[src/rtl/ipc_mailbox.sv]
module ipc_mailbox #(
  parameter int ADDR_W   = 15,
  parameter int WIN_W    = 10,
  parameter int DATA_W   = 32,
  parameter logic [DATA_W-1:0] DOORBELL = 'h1,
  parameter logic [DATA_W-1:0] REPLY    = 'h14
) (
  input  logic              clk,
  input  logic              rst_n,
  input  logic              h_wr,
  input  logic [ADDR_W-1:0] h_addr,
  input  logic [DATA_W-1:0] h_wdata,
  output logic [DATA_W-1:0] h_rdata,
  input  logic              c_wr,
  input  logic [ADDR_W-1:0] c_addr,
  input  logic [DATA_W-1:0] c_wdata,
  output logic [DATA_W-1:0] c_rdata,
  output logic              c_irq,
  output logic              h_irq
);
  localparam int OFF_W = WIN_W - 2;
  localparam logic [OFF_W-1:0] OFF_REQ = OFF_W'(0);
  localparam logic [OFF_W-1:0] OFF_FLG = OFF_W'(1);
  localparam logic [OFF_W-1:0] OFF_RPL = OFF_W'(2);
  localparam logic [DATA_W-1:0] ALIGN = ~DATA_W'(3);

  logic [OFF_W-1:0]  h_off, c_off;
  logic [DATA_W-1:0] req_ptr, rpl_ptr, flags, flags_nxt;
  logic [DATA_W-1:0] set_bits, clr_bits;
  logic              h_flg_wr, c_flg_wr;
  logic              unused_bits;

  assign h_off = h_addr[WIN_W-1:2];
  assign c_off = c_addr[WIN_W-1:2];
  assign unused_bits = ^{h_addr[ADDR_W-1:WIN_W], h_addr[1:0],
                         c_addr[ADDR_W-1:WIN_W], c_addr[1:0]};

  assign h_flg_wr = h_wr && h_off == OFF_FLG;
  assign c_flg_wr = c_wr && c_off == OFF_FLG;

  assign set_bits  = ({DATA_W{h_flg_wr}} & h_wdata & DOORBELL)
                   | ({DATA_W{c_flg_wr}} & c_wdata & REPLY);
  assign clr_bits  = ({DATA_W{h_flg_wr}} & h_wdata & REPLY)
                   | ({DATA_W{c_flg_wr}} & c_wdata & DOORBELL);
  assign flags_nxt = (flags | set_bits) & ~clr_bits;

  always_ff @(posedge clk) begin
    if (!rst_n) begin
      req_ptr <= '0;
      rpl_ptr <= '0;
      flags   <= '0;
    end else begin
      if (h_wr && h_off == OFF_REQ) req_ptr <= h_wdata & ALIGN;
      if (c_wr && c_off == OFF_RPL) rpl_ptr <= c_wdata & ALIGN;
      flags <= flags_nxt;
    end
  end

  always_comb begin
    case (h_off)
      OFF_REQ: h_rdata = req_ptr;
      OFF_FLG: h_rdata = flags;
      OFF_RPL: h_rdata = rpl_ptr;
      default: h_rdata = '0;
    endcase
  end

  always_comb begin
    case (c_off)
      OFF_REQ: c_rdata = req_ptr;
      OFF_FLG: c_rdata = flags;
      OFF_RPL: c_rdata = rpl_ptr;
      default: c_rdata = '0;
    endcase
  end

  assign c_irq = |(flags & DOORBELL);
  assign h_irq = |(flags & REPLY);

  AST_REQ_PTR_HOLD: assert property (@(posedge clk) disable iff (!rst_n)
    !$past(h_wr && h_off == OFF_REQ) |-> $stable(req_ptr));
  AST_RPL_PTR_HOLD: assert property (@(posedge clk) disable iff (!rst_n)
    !$past(c_wr && c_off == OFF_RPL) |-> $stable(rpl_ptr));
  AST_CIRQ_RISE: assert property (@(posedge clk) disable iff (!rst_n)
    $rose(c_irq) |-> $past(h_wr && h_off == OFF_FLG && h_wdata[0]));
  AST_HIRQ_FALL: assert property (@(posedge clk) disable iff (!rst_n)
    $fell(h_irq) |-> $past(h_wr && h_off == OFF_FLG && (h_wdata & REPLY) != '0));
  AST_CLEAR_WINS: assert property (@(posedge clk) disable iff (!rst_n)
    (h_wr && h_off == OFF_FLG && h_wdata[0] && c_wr && c_off == OFF_FLG && c_wdata[0])
    |=> !c_irq);
  AST_FLAG_BITS: assert property (@(posedge clk) disable iff (!rst_n)
    (h_rdata & ~(DOORBELL | REPLY)) == '0 || h_off != OFF_FLG);
endmodule

[config.mk]
export PLATFORM = sky130hd
export DESIGN_NAME = ipc_mailbox
export DESIGN_NICKNAME = d
export VERILOG_FILES = /design/src/rtl/ipc_mailbox.sv
export SDC_FILE = /design/constraint.sdc
export NUM_CORES = 1
export LEC_CHECK = 0
export ABC_CLOCK_PERIOD_IN_PS = 2260
export BUFFER_PORTS_ARGS = -buffer_cell sky130_fd_sc_hd__clkbuf_2
export CAP_MARGIN = 20
export CELL_PAD_IN_SITES_DETAIL_PLACEMENT = 0
export CELL_PAD_IN_SITES_GLOBAL_PLACEMENT = 2
export CORE_MARGIN = 2
export CORE_UTILIZATION = 23
export CTS_CLUSTER_SIZE = 30
export DETAILED_ROUTE_END_ITERATION = 7
export GPL_TIMING_DRIVEN = 1
export PLACE_DENSITY_LB_ADDON = 0.1
export SETUP_SLACK_MARGIN = 0.5
export SLEW_MARGIN = 15
export SYNTH_ARGS = -nofsm -noshare
export SYNTH_HDL_FRONTEND = slang
export SYNTH_SLANG_ARGS = --single-unit
export TNS_END_PERCENT = 50
[constraint.sdc]
create_clock -name clk -period 2.26 [get_ports clk]
set_input_delay 0.452 -clock clk [delete_from_list [all_inputs] [get_ports clk]]
set_output_delay 0.452 -clock clk [all_outputs]
set_load 0.05 [all_outputs]
* Word level (Yosys, flattened, before mapping)
Cells that the tools add are included.
** Cells by class
- Add/subtract/negate cells :: 0
- $mul :: 0
- Divide/modulo/power cells :: 0
- $lt $le $gt $ge :: 0
- Equality and inequality tests :: 4
- Shifts and indexed selects :: 0
- Muxes and demuxes :: 2
- Bitwise gates (word level) :: 7
- Reductions and logical operators :: 7
** Operator list (count)
- 32-bit one-hot mux with 3 select lines :: 2
- 32-bit AND :: 1
- 5-bit inverter with 32-bit output :: 1
- 32-bit by 5-bit bitwise OR with 32-bit output :: 1
- 8-bit by 1-bit == test with 1-bit output (second input constant) :: 2
- 8-bit by 2-bit == test with 1-bit output (second input constant) :: 2
- 8-bit zero test :: 2
- 5-bit AND :: 2
- 1-bit by 5-bit bitwise OR with 5-bit output :: 1
- 5-bit by 1-bit bitwise OR with 5-bit output :: 1
- 1-bit logical AND :: 4
- 2-bit OR reduction :: 1
** Word-level totals
- Bits in registers :: 92
- Latch bits :: 0
- Memory bits (writable) :: 0
- ROM bits :: 0
- Input port bits :: 98
- Output and inout bits :: 66
- Word-level logic and storage cells :: 23
- Memories :: 0

* Longest topological paths before layout
- Depth in word-level cells :: 6
- Gate-level depth with buffers :: 6
- Gate-level depth less buffers :: 3

* Worst setup path after synthesis
Ideal clock, no wire load.
- Path kind :: in2out
- Start point :: input port h_addr[7]
- End point :: output port h_rdata[0]
- Data arrival time :: 2276 ps
- Setup slack :: -468 ps
- Stages on the path :: 3
- Buffers on the path :: 1
- Cells stage by stage :: or4_1 > clkbuf_1 > nor3_1
** On the way
- Cells in the longest elaborated chain, start to end :: 2
- Elaborated cells on any way between the ends :: 4
- Classes of those cells :: eq/ne: 2; mux: 1; reduce/logical: 1
** Ends and longest elaborated chain
- start: declaration :: line 11 : input logic [ADDR_W-1:0] h_addr,
- 8-bit by 2-bit == test with 1-bit output, or another cell as far along :: line 60 : case (h_off)
- 32-bit one-hot mux with 3 select lines * :: line 60
- end: declaration :: line 13 : output logic [DATA_W-1:0] h_rdata,
Mark *: on every way between the ends. The rest lies on a longest branch, timed or not.

* Final worst setup path
- Start point :: input port h_addr[8]
- End point :: output port h_rdata[23]
Same word-level chain as after synthesis.

==> flow_summary.toml <==
[synth]
async_reset_ff_frac = 0
yosysTopAreaCellShare = 0.371
avgSynthCellArea_um2 = 8.80
yosysSeqAreaShare = 0.371
synth_cells = 386
synth.top_cells.by_count = "nand2_1 (124), mux2i_1 (64), dfxtp_1 (63)"
synthTopCellsByArea = "dfxtp_1 (37%), mux2i_1 (19%), a22o_1 (14%), nand2_1 (14%), clkbuf_1 (2.4%)"
synth.distinct_cells = 31
syn_area_um2 = 3400
yosys.cell_count.top_type = "nand2_1"
synth_largest_area_cell = "dfxtp_1"
synth_warnings = 0
synth_edf_count = 0
ys.flop_type = "dfxtp_1"
ys_ff_latch = 63

[min_path]
min-delay-start = "h_wdata[2]"
holdPathStages = 2
min_to = "flags[2]$_SDFF_PN0_"
min_path_type = "input pin to register"

[pwr]
ir_worst_vdd_uv = 323
p_per_area_nw_per_um2 = 412
p_leak_nw = 3.31
finalPower_mw = 2.89

[floorplanning]
dieWidth_um = 126
num_rows = 44
core_um2 = 14500
die_h_um = 126
start_util = 0.235
die_area_um2 = 15800
io_pins = 164

[clock_network]
cts_hold_buf = 0
cts.sinks = 63
cts_tree = "yes"
clkSlewWorstSetupHoldPaths_ns = 0.05
cts_buffer_depth = 2
cts_buffers = 9
clock_latency_ns = 0.33
ctsRootBufferMaster = "clkbuf_16"
htreeDepth = 3

[outcome]
violations = "setup timing"
status = "finished with violations"

[cells_and_area]
finalNonFillerCells = 751
multi_input_area_um2 = 2480
layout-drive-gt1-share = 0.508
fin_util = 0.485
regArea_um2 = 1260
antenna_cells = 0
fillerInstances = 1338
layout.nets = 660
area_growth_pct = 107

[global_routing]
grt_pass1_vias = 3683
grt_usage = 0.170
grt_pass1_wl_mm = 20.6
grt_antenna_before_repair = 0
grt_max_degree = 45
grt_overflow_total = 0

[setup_path]
critPathLaunchType = "input pin"
r2r_end = "flags[2]$_SDFF_PN0_"
r2r_slack_ns = 1.52
path_class = "input pin to output port"
worstPathRequired_ns = 1.81
r2r-start = "flags[2]$_SDFF_PN0_"
ff2ff_path_depth = 2
cp-end-kind = "output port"
cp_max_fo = 6
cp.arrival_ns = 2.09

[detailed_routing]
drt-pass1-iter-count = 4
dr_total_vias = 3501
ant_nets = 0
via_per_inst = 4.66
wire_per_inst_um = 18.3
drc = 0
drtIter0Drc = 99
drt-total-wl_mm = 13.7

[sta]
hold_violations = 0
fin_ws_ns = -0.287
rsz0062_at_grt = "true"
worst_clock_skew_ns = 0
post-route-period-util = 1.13
fmax_mhz = 393
min_period_ns = 2.55
setup_viol = 58
slew_violations = 0

[job]
cap_viol_max_count = 0

[placed_design]
post-place-cells = 705
portBuffers = 145
gp_congestion = 0.735
dp_hpwl_mm = 7.84
==> where the power goes <==
part           switching [mW]  internal (mW)
Combinational           0.123          0.108
Clock                   0.521           1.03
Sequential            0.00157           1.11
Total                   0.646           2.25
==> through the flow <==
stage	instance area, µm²	setup slack [ns]	hold WS, ns	setup TNS [ns]
2_1_floorplan	3920	-0.268	0.446	-13.07
3_3_place_gp	5070	-0.383	0.468	-17.17
3_5_place_dp	5070	-0.402	0.478	-17.38
4_1_cts	6860	-0.332	0.320	-12.96
5_1_grt	7020	-0.350	0.325	-15.36
6_report	7020	-0.287	0.332	-12.05
==> what timing repair did <==
item                                    in CTS  in global routing
pin swaps                                    7                 13
buffers inserted                            15                  4
gates resized for setup                    186                 14
gates cloned                                 8                  3
endpoints found under the setup margin     122                122
==> state kept, by name (all words and copies together), names as in the netlist <==
signal	count
flags	3
rpl_ptr	30
req_ptr	30
==> critical path, stage by stage <==
cell       delay (ns)
clkbuf_2         0.08
or4_4            0.57
buf_6            0.15
nor3_4           0.15
buf_6            0.16
buf_12           0.10
buf_16           0.13
a22o_4           0.13
clkbuf_16        0.15
==> placed cells by master, fill, tap and decap left out, types with 2 or more instances in the layout <==
cell type	instances
a211oi_1	2
buf_6	16
or2_2	2
inv_1	3
mux2i_1	64
nor3_4	6
nand2_1	124
buf_8	8
conb_1	2
a41oi_1	3
buf_16	7
clkbuf_2	81
dfxtp_1	63
buf_4	17
or4_4	3
a22o_4	56
and2_4	2
nor3_1	2
clkbuf_1	2
clkbuf_16	56
o21ai_0	2
clkbuf_8	2
nand3b_1	2
bufinv_16	2
a2bb2oi_1	2
buf_12	25
nor4_4	4
==> per-layer routing <==
metal	wire (µm)	part of all wire	vias up	global-route usage
met2	6680	0.49	86	0.286
met4	98	0.0071	0	0.0340
met3	660	0.048	8	0.0573
met5	0	0	-	0
met1	6290	0.46	1683	0.214
li1	-	-	1724	-
==> cells by family (layout without fill, tap and decap cells) <==
group,count (synthesis),count (layout),share of synthesized area
compound gates,66,66,0.167
buf+inv,40,220,0.0681
flops,63,63,0.371
mux,64,64,0.189
other cells,1,2,0.00110
simple gates,152,152,0.204
==> worst max-delay path by stage <==
stage	start	endpoint	slack (ns)
final	h_addr[8]	h_rdata[23]	-0.29
after global routing	h_addr[8]	h_rdata[30]	-0.35
after CTS	h_addr[8]	h_rdata[27]	-0.33
after detailed placement	h_addr[7]	h_rdata[24]	-0.40
after global placement	h_addr[7]	h_rdata[18]	-0.38
after floorplan	h_addr[7]	h_rdata[10]	-0.27
==> cell type report <==
class                           instances  area share
Sequential cell                        63       0.180
Clock inverter                          3     0.00927
Clock buffer                           13      0.0371
Multi-Input combinational cell        284       0.354
Inverter                                3     0.00161
Tap cell                              184      0.0328
Timing Repair Buffer                  201       0.385
Note: power is estimated with default switching activity, not from simulation.
